[src/rtl/regbank_pkg.sv]
package regbank_pkg;
  localparam int GEN_REGS = 6;
  localparam int AF_REGS  = 2;
  localparam int ALL_REGS = GEN_REGS + AF_REGS;
  localparam int SEL_W    = $clog2(ALL_REGS);

  typedef enum logic [SEL_W-1:0] {
    IDX_B = 3'd0, IDX_C = 3'd1, IDX_D = 3'd2, IDX_E = 3'd3,
    IDX_H = 3'd4, IDX_L = 3'd5, IDX_F = 3'd6, IDX_A = 3'd7
  } byte_idx_e;

  typedef enum logic [1:0] {
    PR_BC = 2'd0, PR_DE = 2'd1, PR_HL = 2'd2, PR_AF = 2'd3
  } pair_idx_e;

  // high byte of a pair: first-named register
  function automatic logic [SEL_W-1:0] pair_hi(input logic [1:0] p);
    return (p == PR_AF) ? IDX_A : {p, 1'b0};
  endfunction

  // low byte of a pair: second-named register
  function automatic logic [SEL_W-1:0] pair_lo(input logic [1:0] p);
    return (p == PR_AF) ? IDX_F : {p, 1'b1};
  endfunction
endpackage

[src/rtl/bank_sel_ctrl.sv]
module bank_sel_ctrl (
  input  logic clk,
  input  logic rst_n,
  input  logic flip_af,
  input  logic flip_gen,
  output logic af_sel,
  output logic gen_sel
);
  always_ff @(posedge clk or negedge rst_n) begin
    if (!rst_n) begin
      af_sel  <= 1'b0;
      gen_sel <= 1'b0;
    end else begin
      if (flip_af)  af_sel  <= ~af_sel;
      if (flip_gen) gen_sel <= ~gen_sel;
    end
  end
endmodule

[src/rtl/wr_decode.sv]
module wr_decode
  import regbank_pkg::*;
#(
  parameter int DATA_W = 8
) (
  input  logic                               wr_en,
  input  logic                               wr_wide,
  input  logic [SEL_W-1:0]                   wr_sel,
  input  logic [2*DATA_W-1:0]                wr_data,
  output logic [ALL_REGS-1:0]                reg_we,
  output logic [ALL_REGS-1:0][DATA_W-1:0]    reg_wd
);
  logic [SEL_W-1:0] hi_idx, lo_idx;

  assign hi_idx = pair_hi(wr_sel[1:0]);
  assign lo_idx = pair_lo(wr_sel[1:0]);

  always_comb begin
    for (int i = 0; i < ALL_REGS; i++) begin
      if (wr_wide) begin
        reg_we[i] = wr_en && ((SEL_W'(i) == hi_idx) || (SEL_W'(i) == lo_idx));
        reg_wd[i] = (SEL_W'(i) == hi_idx) ? wr_data[2*DATA_W-1:DATA_W]
                                          : wr_data[DATA_W-1:0];
      end else begin
        reg_we[i] = wr_en && (SEL_W'(i) == wr_sel);
        reg_wd[i] = wr_data[DATA_W-1:0];
      end
    end
  end
endmodule

[src/rtl/bank_array.sv]
module bank_array #(
  parameter int NREG   = 6,
  parameter int DATA_W = 8
) (
  input  logic                           clk,
  input  logic                           sel,
  input  logic [NREG-1:0]                we,
  input  logic [NREG-1:0][DATA_W-1:0]    wd,
  output logic [NREG-1:0][DATA_W-1:0]    rd,
  output logic [1:0]                     bank_we
);
  localparam int NBANK = 2;

  logic [NREG-1:0][DATA_W-1:0] bank_q [NBANK];

  for (genvar b = 0; b < NBANK; b++) begin : g_bank
    logic [NREG-1:0][DATA_W-1:0] mem;
    logic                        hit;

    assign hit        = (sel == 1'(b));
    assign bank_we[b] = hit && (|we);
    assign bank_q[b]  = mem;

    always_ff @(posedge clk) begin
      for (int r = 0; r < NREG; r++) begin
        if (hit && we[r]) mem[r] <= wd[r];
      end
    end
  end

  assign rd = bank_q[sel];
endmodule

[src/rtl/dual_bank_regfile.sv]
module dual_bank_regfile
  import regbank_pkg::*;
#(
  parameter int DATA_W = 8
) (
  input  logic                  clk,
  input  logic                  rst_n,
  input  logic                  xchg_af,
  input  logic                  xchg_gen,
  input  logic                  wr_en,
  input  logic                  wr_wide,
  input  logic [2:0]            wr_sel,
  input  logic [2*DATA_W-1:0]   wr_data,
  input  logic [2:0]            rd8_sel,
  output logic [DATA_W-1:0]     rd8_data,
  input  logic [1:0]            rd16_sel,
  output logic [2*DATA_W-1:0]   rd16_data,
  output logic                  af_bank,
  output logic                  gen_bank
);
  logic [ALL_REGS-1:0]             reg_we;
  logic [ALL_REGS-1:0][DATA_W-1:0] reg_wd;
  logic [ALL_REGS-1:0][DATA_W-1:0] reg_rd;
  logic [1:0]                      gen_bank_we;
  logic [1:0]                      af_bank_we;

  bank_sel_ctrl u_sel (
    .clk      (clk),
    .rst_n    (rst_n),
    .flip_af  (xchg_af),
    .flip_gen (xchg_gen),
    .af_sel   (af_bank),
    .gen_sel  (gen_bank)
  );

  wr_decode #(.DATA_W(DATA_W)) u_dec (
    .wr_en   (wr_en),
    .wr_wide (wr_wide),
    .wr_sel  (wr_sel),
    .wr_data (wr_data),
    .reg_we  (reg_we),
    .reg_wd  (reg_wd)
  );

  bank_array #(.NREG(GEN_REGS), .DATA_W(DATA_W)) u_gen (
    .clk     (clk),
    .sel     (gen_bank),
    .we      (reg_we[GEN_REGS-1:0]),
    .wd      (reg_wd[GEN_REGS-1:0]),
    .rd      (reg_rd[GEN_REGS-1:0]),
    .bank_we (gen_bank_we)
  );

  bank_array #(.NREG(AF_REGS), .DATA_W(DATA_W)) u_af (
    .clk     (clk),
    .sel     (af_bank),
    .we      (reg_we[ALL_REGS-1:GEN_REGS]),
    .wd      (reg_wd[ALL_REGS-1:GEN_REGS]),
    .rd      (reg_rd[ALL_REGS-1:GEN_REGS]),
    .bank_we (af_bank_we)
  );

  assign rd8_data  = reg_rd[rd8_sel];
  assign rd16_data = {reg_rd[pair_hi(rd16_sel)], reg_rd[pair_lo(rd16_sel)]};
endmodule

[config.mk]
export PLATFORM = sky130hd
export DESIGN_NAME = dual_bank_regfile
export DESIGN_NICKNAME = d
export VERILOG_FILES = /design/src/rtl/regbank_pkg.sv /design/src/rtl/bank_sel_ctrl.sv /design/src/rtl/wr_decode.sv /design/src/rtl/bank_array.sv /design/src/rtl/dual_bank_regfile.sv
export SDC_FILE = /design/constraint.sdc
export NUM_CORES = 1
export LEC_CHECK = 0
export ABC_AREA = 1
export BUFFER_PORTS_ARGS = -buffer_cell sky130_fd_sc_hd__buf_2
export CAP_MARGIN = 15
export CORE_MARGIN = 1
export CORE_UTILIZATION = 54
export CTS_CLUSTER_DIAMETER = 60
export DETAILED_ROUTE_END_ITERATION = 8
export GPL_ROUTABILITY_DRIVEN = 1
export GPL_TIMING_DRIVEN = 0
export PLACE_DENSITY = 0.76
export SLEW_MARGIN = 15
export SYNTH_ARGS = -nofsm -noshare
export SYNTH_HDL_FRONTEND = slang
export SYNTH_SLANG_ARGS = --single-unit
[constraint.sdc]
create_clock -name clk -period 1.95 [get_ports clk]
set_input_delay 0.0975 -clock clk [delete_from_list [all_inputs] [get_ports clk]]
set_output_delay 0.0975 -clock clk [all_outputs]
set_load 0.05 [all_outputs]
## Yosys cells after proc, flatten, opt, wreduce, memory -nomap -nowiden

Cells that the tools add are included.

| cells by class | value |
|---|---|
| order comparisons | 5 |
| equal/unequal tests | 23 |
| muxes and demuxes | 40 |
| bitwise operators | 4 |
| reductions and logical operators | 43 |

Operators with widths:

| operator | number |
|---|---|
| 8-bit 2-to-1 mux | 19 |
| 48-bit 2-to-1 mux | 3 |
| 8-bit binary-select mux with 3-bit select | 3 |
| 16-bit 2-to-1 mux | 3 |
| 3-bit == test, first input constant | 12 |
| 1-bit logical AND | 32 |
| 2-bit by 3-bit == test with 1-bit output, first input constant | 6 |
| 3-bit by 4-bit < comparator with 1-bit output, second input constant | 3 |
| 3-bit 2-to-1 mux | 4 |
| 1-bit by 3-bit == test with 1-bit output, first input constant | 3 |
| 3-bit zero test | 3 |
| 1-bit logical OR | 8 |
| 1-bit 2-to-1 mux | 8 |
| 2-bit == test, second input constant | 2 |
| 2-bit >= comparator, second input constant | 2 |
| 1-bit inverter with 2-bit output | 2 |
| 1-bit inverter | 2 |

| word-level totals | value |
|---|---|
| flip-flop bits (word level) | 130 |
| output and inout bits | 26 |

## Depth between registers and ports, before layout

Gate-level depths: netlist (run 1).

| logic depth | value |
|---|---|
| depth in word-level cells | 7 |
| gate-level depth with buffers | 8 |

## Cells and area by module

Synthesis (run 1) repeated with hierarchy kept, for this count alone.

| second synthesis, totals | value |
|---|---|
| cell total of the unflattened synthesis | 863 |
| area total of the unflattened synthesis | 7,170.6 um^2 |

Modules (own cells, without submodules):

| module | instances | cells an instance | area an instance (um^2) | sequential area each (um^2) |
|---|---|---|---|---|
| bank_array at u_gen | 1 | 285 | 3,623.5 | 2,882.8 |
| dual_bank_regfile | 1 | 306 | 1,418.9 | 0.0 |
| bank_array at u_af | 1 | 94 | 1,236.2 | 960.9 |
| wr_decode | 1 | 166 | 804.5 | 0.0 |
| bank_sel_ctrl | 1 | 12 | 87.6 | 50.0 |

## Least setup slack after synthesis (run 1)

No wires, ideal clock.

| timing | value |
|---|---|
| path type | register to register |
| start point | register u_sel.af_sel |
| end point | register u_af.g_bank[1].mem, in the netlist u_af.bank_q[10] (enable) |
| data arrival time | 1,907 ps |
| setup slack | -352 ps |
| cell stages (with the launch flop) | 4 |
| path buffers | 1 |
| clock period less this slack | 2,302 ps |
| cells stage by stage | dfrtp_1 > inv_2 > buf_2 > nor4_1 |

| on the way | value |
|---|---|
| cells in the longest elaborated chain, start to end | 1 |

Ends and longest elaborated chain:

| what | RTL line | source |
|---|---|---|
| from (decl) | bank_sel_ctrl.sv:6 | `output logic af_sel,` |
| from (signal assigned) | bank_sel_ctrl.sv:14 | `if (flip_af) af_sel <= ~af_sel;` |
| 1-bit logical AND | bank_array.sv:26 | `if (hit && we[r]) mem[r] <= wd[r];` |
| to (signal, indexed assignment) | bank_array.sv:26 |  |
| to (decl) | bank_array.sv:17 | `logic [NREG-1:0][DATA_W-1:0] mem;` |

No other way between the ends.
A chain may end at the register's enable or synchronous reset.

## Worst setup path after layout (run 1)

| timing | value |
|---|---|
| start point | register u_sel.af_sel |
| end point | output port rd8_data[4] |

| on the way | value |
|---|---|
| cells in the longest elaborated chain, start to end | 6 |

Ends and longest elaborated chain:

| what | RTL line | source |
|---|---|---|
| 1-bit inverter with 2-bit output (not written as such) | bank_array.sv:31 | `assign rd = bank_q[sel];` |
| 16-bit 2-to-1 mux (not written as such) (3 in series) | bank_array.sv:31 |  |
| 8-bit binary-select mux with 3-bit select | dual_bank_regfile.sv:63 | `assign rd8_data = reg_rd[rd8_sel];` |
| 8-bit 2-to-1 mux (not written as such) | dual_bank_regfile.sv:63 |  |
| to (decl) | dual_bank_regfile.sv:15 | `output logic [DATA_W-1:0] rd8_data,` |

No other way between the ends. The select of a mux whose other input is x is not followed.

==> summary.md, run 1 <==
| Metric | Value |
|---|---|
| PD cells | 1340 mW/mm^2 |
| Final period utilization | 1.03 |
| Largest net degree at the start of global routing | 17 |
| Die ar. | 0.0127 mm^2 |
| DR WL/cell | 22.3 um |
| Net Count, Synth | 762 |
| Gpl congestion | 0.948 |
| Yosys Warn Count | 0 |
| Sequential Power Share | 0.300 |
| Vias in the first global route | 5,435 |
| Worst-Skew Late Latency | 420 ps |
| Simple-Gate Fraction of Synth Area | 0.298 |
| Die Y | 113 um |
| Sw Share | 0.381 |
| Initial Utilization | 0.552 |
| Leakage | 3.49 nW |
| Post-synth ARST share | 0.0154 |
| # clock sinks | 130 |
| CP Class | reg2out |
| Peak VDD IR | 802 uV |
| Status | complete, but fails checks |
| Clock-pin slew on the worst setup and hold paths | 60 ps |
| Core area | 0.0120 mm^2 |
| Total iterations of the first detailed-routing run | 5 |
| First-pass GRT wire length | 31,600 um |
| Skew final | 5.53 ps |
| Post-synth cell types | 24 |
| Hold slack | 113 ps |
| Synth Area in Adders | 0 |
| Fill count | 886 |
| Top Ports | 56 |
| CTS H-tree lvls | 4 |
| Antenna cell count | 0 |
| Worst-Margin Slew | 815 ps |
| Tot Pwr | 11.2 mW |
| Worst slack, placed | -220 ps |
| Sequential element share of the synthesized area | 0.590 |
| Setup WS post-layout | -52.8 ps |
| Multiplexer area fraction after synthesis | 0 |
| Final count of hold timing violations | 0 |
| Cts bufs inserted | 17 |
| Port bufs | 51 |
| Post-synth EDFFs | 128 |
| DP HPWL | 15,400 um |
| CTS tree | yes |
| Post-DP Area | 0.00708 mm^2 |
| Compound-Gate Fraction of Synth Area | 0.0421 |
| Cell family with the largest share of critical-path delay | simple AND/OR/NAND/NOR gates |
| Part of the power in the clock network | 0.278 |
| Area growth from synthesis to layout | 27.0% |
| Max Cap Viol | 0 |
| Largest family of logic cells by synthesized area | simple AND/OR/NAND/NOR gates |
| Post-synth top flop | edfxtp_1 |
| Arr. time, crit path | 1910 ps |
| F_max | 0.499 GHz |
| Fin area | 0.00838 mm^2 |
| Comb power frac | 0.421 |
| Synth Register Bits | 130 |
| Worst Path Max Fanout | 6 |
| Final slew viol count | 0 |
| Leading post-synthesis cells by cell area | edfxtp_1, nand2_1, nand3_1 |
| CP Launch Type | flop |
| Root Buffer | clkbuf_16 |
| DRC | 0 |
| Dominant cell type by area after synthesis | edfxtp_1 |
| Starting DRC count in detailed routing | 744 |
| Hold WC Path Type | in2reg |
| CTS Buffer Depth | 2 |
| Crit-path cells | buf_8, buf_12, nand2_1, nand3_2, nand3_2, nand2_1, nand2_1, nand2_1, buf_6 |
| Most common cell in the netlist | nand2_1 |
| Die Width | 113 um |
| Slew Limit Headroom | 0.455 |
| Syn_area_per_cell | 9.01 um^2 |
| Setup violations, final | 8 |
| Final nets | 847 |
| Crit-path most repeated cell | nand2_1 |
| Crit path max-delay cell type | dfrtp_2 |
| Antenna violations before repair | 0 |
| Grt total ovfl | 0 |
| Xor/xnor share of the synthesized area | 0.00266 |
| Tmin final | 2000 ps |
| Syn Std Cell Area | 0.00660 mm^2 |
| Internal power | 6.93 mW |
| RSZ-0062 raised after global routing | yes |
| Fraction of layout cells with a size suffix above 1 | 0.273 |
| P_sw | 4.27 mW |
| Final Util | 0.700 |
| Overall routing resource usage | 0.355 |
| Final antenna-violating net count | 0 |
| Via Count | 5,888 |
| Failing checks | setup timing |
| Crit path from | u_sel.af_sel |
| Routed wire length | 21,800 um |
| Drt via density | 6.03 |
| CP Capture Type | output pin |
| Crit path required time | 1850 ps |
| FF-to-FF Start | u_sel.af_sel |
| Cells after synthesis | 732 |
| # rows | 40 |
| Top cells by count, synth | nand2_1, nand3_1, edfxtp_1 |
| CP bufs+invs | 3 |
| Worst min-delay path startpoint | wr_data[11] |
| Share of the synthesized area in the top cell type | 0.583 |
| Max stage delay on crit path | 460 ps |
==> flip-flops by register name, summed over array words and instances (netlist names) <==
signal	cells
u_gen.bank_q	96
u_af.bank_q	32
u_sel.gen_sel	1
u_sel.af_sel	1
==> cell usage in the layout (no fill, tap or decap), types with 4 or more instances in the layout <==
cell type      Yosys  final
clkbuf_1          34     36
clkinv_1           0      4
o21ai_2           16     16
clkbuf_16          0     18
nor2_1            21     13
o21ai_0           17     16
nand3_1          131     98
buf_8              0      7
nand4_1            8      8
buf_12             0     10
nand2_1          298    266
buf_4              7     15
buf_2             16     43
buf_6              8     15
nor2_2             4     11
edfxtp_1         128    128
dlygate4sd3_1      0      4
nand2_2            1     32
a21oi_2            0      4
nand3_2            0     32
inv_1             19     19
==> worst register-to-register path, cell delays in order, from the launching register on <==
cell       delay, ps
dfrtp_2          460
buf_8            170
clkbuf_16        160
buf_4            140
nor4_4           590
==> cell families after synthesis <==
family	Yosys count
AOI/OAI and AO/OA	43
xor gates and xnor gates	2
buffers and inverters	90
DFF	130
and+or+nand+nor	467
==> path summary, 6_finish.rpt <==
check	to	slack (ps)	depth (start not counted)
hold / removal	u_gen.bank_q[19]	110	3
min in group asynchronous	u_sel.af_sel	540	3
setup / recovery	rd8_data[4]	-50	9
max in group asynchronous	u_sel.gen_sel	1270	3
hold reg to reg	u_sel.gen_sel	880	3
setup reg to reg	u_af.bank_q[29]	60	4
==> metal layers <==
layer	vias to the layer above	GRT usage	part of all wire
met2	366	0.569	0.47
li1	2639	-	-
met4	0	0.188	0.046
met3	66	0.0686	0.087
met1	2817	0.462	0.39
met5	-	0	0
==> timing repair <==
action                                 4_1_cts  5_1_grt
setup buffers                                5        4
pin swaps                                    6        9
endpoints found under the hold margin        4        0
resized for setup                           75       80
gates cloned                                 1        1
hold buffers                                 4        0
setup endpoints to repair                   48       21
==> stage by stage <==
step | TNS (ps) | cells
after CTS | -270 | 972
after detailed placement | -4300 | 930
after floorplan | -269 | 732
final | -139 | 977
after global placement | -3140 | 930
after global routing | -595 | 977
==> power by group through the flow <==
| stage | sequential [mW] | clock (mW) | combinational [mW] |
|---|---|---|---|
| global route | 3.38 | 3.24 | 4.96 |
| detailed placement | 3.39 | 0 | 3.51 |
| CTS | 3.36 | 3.11 | 4.13 |
| floorplan | 3.44 | 0 | 2.39 |
| finish | 3.37 | 3.12 | 4.72 |
| global placement | 3.38 | 0 | 3.48 |
==> cell type report <==
type | count | area (um^2) | area share
Multi-Input combinational cell | 512 | 2590 | 0.309
Clock inverter | 13 | 143 | 0.0170
Buffer | 66 | 497 | 0.0593
Sequential cell | 130 | 3900 | 0.465
Timing Repair Buffer | 66 | 537 | 0.0641
Tap cell | 147 | 184 | 0.0220
Inverter | 24 | 100 | 0.0119
Clock buffer | 19 | 433 | 0.0517
Power figures use the tool's default switching activity.
==> inputs of run 2 (changes only) <==
Settings changed: GPL_TIMING_DRIVEN 0 to 1.
==> summary.md, run 2 (synthesis results as in run 1) <==
| Metric | Value |
|---|---|
| Status | complete, but fails checks |
| Failing checks | setup timing |
| CTS Buffer Depth | 2 |
| CP Class | reg2out |
| Final slew viol count | 0 |
| Grt total ovfl | 0 |
| Commonest cells after routing, fill and taps aside | nand2_1, edfxtp_1, nand3_1, buf_2, buf_4 |
| Routed wire length | 20,500 um |
| Worst-Skew Late Latency | 420 ps |
| R2R Setup Slk | 370 ps |
| Vias in the first global route | 5,465 |
| CP Launch Type | flop |
| Die Y | 113 um |
| Drt via density | 6.16 |
| Die Width | 113 um |
| Leakage | 3.41 nW |
| Die ar. | 0.0127 mm^2 |
| DR WL/cell | 21.7 um |
| Hold WC Path Type | in2reg |
| Hold slack | 66.0 ps |
| First-pass GRT wire length | 30,500 um |
| DP HPWL | 13,400 um |
| Peak VDD IR | 611 uV |
| Clock-pin slew on the worst setup and hold paths | 50 ps |
| Overall routing resource usage | 0.333 |
| Max Cap Viol | 0 |
| Port bufs | 55 |
| Worst slack, placed | 223 ps |
| Via Count | 5,814 |
| DRC | 0 |
| Largest net degree at the start of global routing | 36 |
| Fraction of layout cells with a size suffix above 1 | 0.250 |
| # rows | 40 |
| Starting DRC count in detailed routing | 905 |
| # clock sinks | 130 |
| Worst Path Max Fanout | 7 |
| Final count of hold timing violations | 0 |
| Antenna cell count | 0 |
| Crit path max-delay cell type | dfrtp_2 |
| Setup WS post-layout | -43.7 ps |
| Final antenna-violating net count | 0 |
| F_max | 0.502 GHz |
| Final period utilization | 1.02 |
| Total iterations of the first detailed-routing run | 7 |
| Skew final | 6.05 ps |
| CP Capture Type | output pin |
| CP bufs+invs | 3 |
| Final Util | 0.674 |
| Commonest non-fill, non-tap cell in the layout | nand2_1 |
| Crit-path cells | inv_8, buf_12, nand2_1, nand3_1, nand3_1, nand2_1, nand2_1, nand2_2, buf_8 |
| Gpl congestion | 0.979 |
| Tmin final | 1990 ps |
| RSZ-0062 raised after global routing | yes |
| CTS H-tree lvls | 4 |
| Tot Pwr | 10.6 mW |
| Initial Utilization | 0.552 |
| Root Buffer | clkbuf_16 |
| Cell family with the largest share of critical-path delay | simple AND/OR/NAND/NOR gates |
| Slew Limit Headroom | 0.566 |
| Worst-Margin Slew | 650 ps |
| Antenna violations before repair | 0 |
| Max stage delay on crit path | 480 ps |
| Core area | 0.0120 mm^2 |
| Max FFs per register | 96 |
| Cts bufs inserted | 17 |
| Setup violations, final | 5 |
| Crit path required time | 1850 ps |
| Crit-path most repeated cell | nand2_1 |
| Area growth from synthesis to layout | 22.2% |
| CTS tree | yes |
| Top Ports | 56 |
| Final nets | 816 |
| PD cells | 1310 mW/mm^2 |
| Arr. time, crit path | 1900 ps |
-- run 2: cell types whose count changed in the layout (fill, tap and decap cells not counted), moves of 5 or more --
cell and change:
buf_12 -5, buf_6 -5, nand3_1 +13, buf_2 -6, buf_4 +21, nand2_1 +12
nand3_2 -13, nand2_2 -11, clkbuf_1 -32
-- run 2: final timing paths --
check	start	endpoint	depth (start not counted)
max	u_sel.gen_sel	rd8_data[7]	9
min	wr_data[7]	u_af.bank_q[23]	1
max reg2reg	u_sel.gen_sel	u_gen.bank_q[28]	5
min reg2reg	u_sel.gen_sel	u_sel.gen_sel	2
max in group asynchronous	rst_n	u_sel.gen_sel	3
min in group asynchronous	rst_n	u_sel.af_sel	3
-- run 2: what timing repair did --
item / 4_1_cts / 5_1_grt
hold buffers: 4 / 0
endpoints found under the hold margin: 4 / 0
pin swaps: 0 / 8
resized for setup: 40 / 57
cloned: 1 / 2
setup endpoints to repair: 23 / 16
setup buffers: 3 / 5
-- run 2: worst register-to-register path: stages (launching register included) --
cell and delay, ps:
dfrtp_2 470, inv_8 100, buf_16 170, buf_4 160, a21oi_1 150, buf_4 240
-- run 2: final cells by class --
| cell class | count | area [um^2] |
|---|---|---|
| Inverter | 24 | 105 |
| Sequential cell | 130 | 3900 |
| Multi-Input combinational cell | 512 | 2460 |
| Timing Repair Buffer | 101 | 861 |
| Clock inverter | 9 | 115 |
| Fill cell | 877 | 3900 |
| Clock buffer | 21 | 440 |
| Tap cell | 147 | 184 |
-- run 2: layer usage --
metal / up-vias / track usage / part of all wire
met5: - / 0 / 0
met4: 0 / 0.227 / 0.064
met3: 106 / 0.0821 / 0.13
met2: 484 / 0.516 / 0.45
met1: 2654 / 0.414 / 0.35
li1: 2570 / - / -
-- run 2: per-stage QoR --
| step | instances | cell area (um^2) | setup TNS [ps] |
|---|---|---|---|
| final | 944 | 8070 | -114 |
| after global routing | 944 | 8070 | -442 |
| after CTS | 937 | 7780 | 0 |
| after detailed placement | 899 | 7010 | 0 |
| after global placement | 899 | 7010 | 0 |
| after floorplan | 732 | 6640 | -269 |
-- run 2: report_power, final --
| part | switching (mW) | internal (mW) |
|---|---|---|
| sequential | 0.107 | 3.28 |
| clock | 1.09 | 1.97 |
| combinational | 2.78 | 1.36 |
==> inputs of run 3 (changes only) <==
Settings changed: CORE_UTILIZATION 54 to 60, HOLD_SLACK_MARGIN set to 0.12, PLACE_DENSITY 0.76 to 0.8.
Clock period 1.95 ns to 2.1 ns, I/O delays scaled along.
==> summary.md, run 3 (synthesis results as in run 1) <==
| Metric | Value |
|---|---|
| Die Y | 107 um |
| Core area | 0.0105 mm^2 |
| Antenna violations before repair | 0 |
| Crit-path cells | clkinv_4, buf_12, clkbuf_16, nand2_4, nand3_2, nand3_2, nand2_2, nand2_1, nand2_1, buf_6 |
| # clock sinks | 130 |
| Grt total ovfl | 0 |
| First-pass GRT wire length | 31,100 um |
| CP Class | reg2out |
| Fill count | 616 |
| Die Width | 107 um |
| Via Count | 6,084 |
| Leakage | 3.54 nW |
| Final slew viol count | 0 |
| Failing checks | setup timing |
| Cts bufs inserted | 17 |
| # rows | 37 |
| Hold slack | 202 ps |
| Final antenna-violating net count | 0 |
| Die ar. | 0.0114 mm^2 |
| Largest net degree at the start of global routing | 33 |
| Crit path required time | 2000 ps |
| PD cells | 1220 mW/mm^2 |
| DRC | 0 |
| Slew Limit Headroom | 0.678 |
| Hold WC Path Type | in2reg |
| Comb power frac | 0.401 |
| Max stage delay on crit path | 480 ps |
| Final count of hold timing violations | 0 |
| Setup TNS | -1210 ps |
| CP Capture Type | output pin |
| DR WL/cell | 23.0 um |
| Skew final | 8.65 ps |
| Worst-Skew Late Latency | 540 ps |
| Tmin final | 2220 ps |
| Antenna cell count | 0 |
| Top Ports | 56 |
| Initial Utilization | 0.628 |
| Max Cap Viol | 0 |
| Commonest cells after routing, fill and taps aside | nand2_1, edfxtp_1, nand3_1, buf_2, buf_4 |
| Fraction of layout cells with a size suffix above 1 | 0.262 |
| Gpl congestion | 0.947 |
| Crit path max-delay cell type | dfrtp_2 |
| Max FFs per register | 96 |
| Internal power | 6.20 mW |
| Drt via density | 6.39 |
| Setup violations, final | 17 |
| CTS Buffer Depth | 2 |
| Starting DRC count in detailed routing | 895 |
| Status | complete, but fails checks |
| Clock-pin slew on the worst setup and hold paths | 70 ps |
| CTS tree | yes |
| CTS H-tree lvls | 4 |
| Overall routing resource usage | 0.383 |
| Final nets | 833 |
| Root Buffer | clkbuf_8 |
| Port bufs | 55 |
| Worst Path Max Fanout | 4 |
| Worst slack, placed | 314 ps |
| Routed wire length | 21,900 um |
| Worst-Margin Slew | 482 ps |
| DP HPWL | 13,800 um |
| Area growth from synthesis to layout | 26.8% |
| Final period utilization | 1.06 |
| Vias in the first global route | 5,565 |
| Arr. time, crit path | 2110 ps |
| P_sw | 4.02 mW |
| RSZ-0062 raised after global routing | yes |
| Sequential Power Share | 0.307 |
| Final Util | 0.796 |
| F_max | 0.451 GHz |
| Setup WS post-layout | -118 ps |
| Sw Share | 0.393 |
| Total iterations of the first detailed-routing run | 7 |
| R2R Setup Slk | 540 ps |
| Peak VDD IR | 672 uV |
| Part of the power in the clock network | 0.292 |
| Commonest non-fill, non-tap cell in the layout | nand2_1 |
| CP Launch Type | flop |
## run 3: changes by cell type in the layout (fill, tap and decap cells not counted), sizes merged
cell         change
dlygate4sd3     +18
clkbuf           -6
clkinvlp         +5
buf              +1
inv              +1
## run 3: what timing repair did
item | CTS | global route
endpoints found under the hold margin | 123 | 0
hold buffers | 22 | 0
pin swaps | 6 | 22
setup endpoints to repair | 24 | 23
buffers inserted | 3 | 0
gates cloned | 2 | 2
gates resized for setup | 52 | 80
## run 3: path summary, 6_finish.rpt
check                               from  cells after the start                to
max reg2reg                u_sel.gen_sel                      5  u_gen.bank_q[42]
max in group asynchronous          rst_n                      3     u_sel.gen_sel
min                            wr_sel[1]                      5   u_gen.bank_q[4]
min in group asynchronous          rst_n                      3      u_sel.af_sel
max                        u_sel.gen_sel                     10       rd8_data[7]
min reg2reg                 u_sel.af_sel                      2      u_sel.af_sel
## run 3: critical path: cells and delay by family (launching register included)
kind | cells | cell delay, ps
AND/OR/NAND/NOR | 6 | 460
flip-flops | 1 | 480
buffers and inverters | 4 | 620
## run 3: layer usage
metal	vias to the layer above	GRT usage	part of all wire	wire, um
met2	545	0.609	0.47	10200
li1	2613	-	-	-
met1	2791	0.508	0.34	7520
met3	135	0.0869	0.13	2860
met4	0	0.166	0.058	1260
met5	-	0	0	0
## run 3: per-stage QoR
step,cell area (um^2),power (mW),cells
after floorplan,6610,5.39,732
after detailed placement,6990,6.17,891
after CTS,8060,9.62,950
final,8360,10.2,952
after global routing,8360,10.5,952
after global placement,6990,6.09,891
## run 3: power by group through the flow
| stage | clock network (mW) | registers [mW] | logic [mW] |
|---|---|---|---|
| floorplan | 0 | 3.20 | 2.19 |
| global placement | 0 | 3.17 | 2.92 |
| detailed placement | 0 | 3.18 | 3.00 |
| CTS | 2.97 | 3.11 | 3.54 |
| global route | 3.09 | 3.14 | 4.27 |
| finish | 2.99 | 3.14 | 4.10 |
## run 3: layout make-up
type,instances,area [um^2],area share
Inverter,24,100,0.0120
Timing Repair Buffer,118,1080,0.130
Tap cell,136,170,0.0203
Clock inverter,15,185,0.0221
Clock buffer,17,414,0.0495
Multi-Input combinational cell,512,2510,0.301
Sequential cell,130,3900,0.466
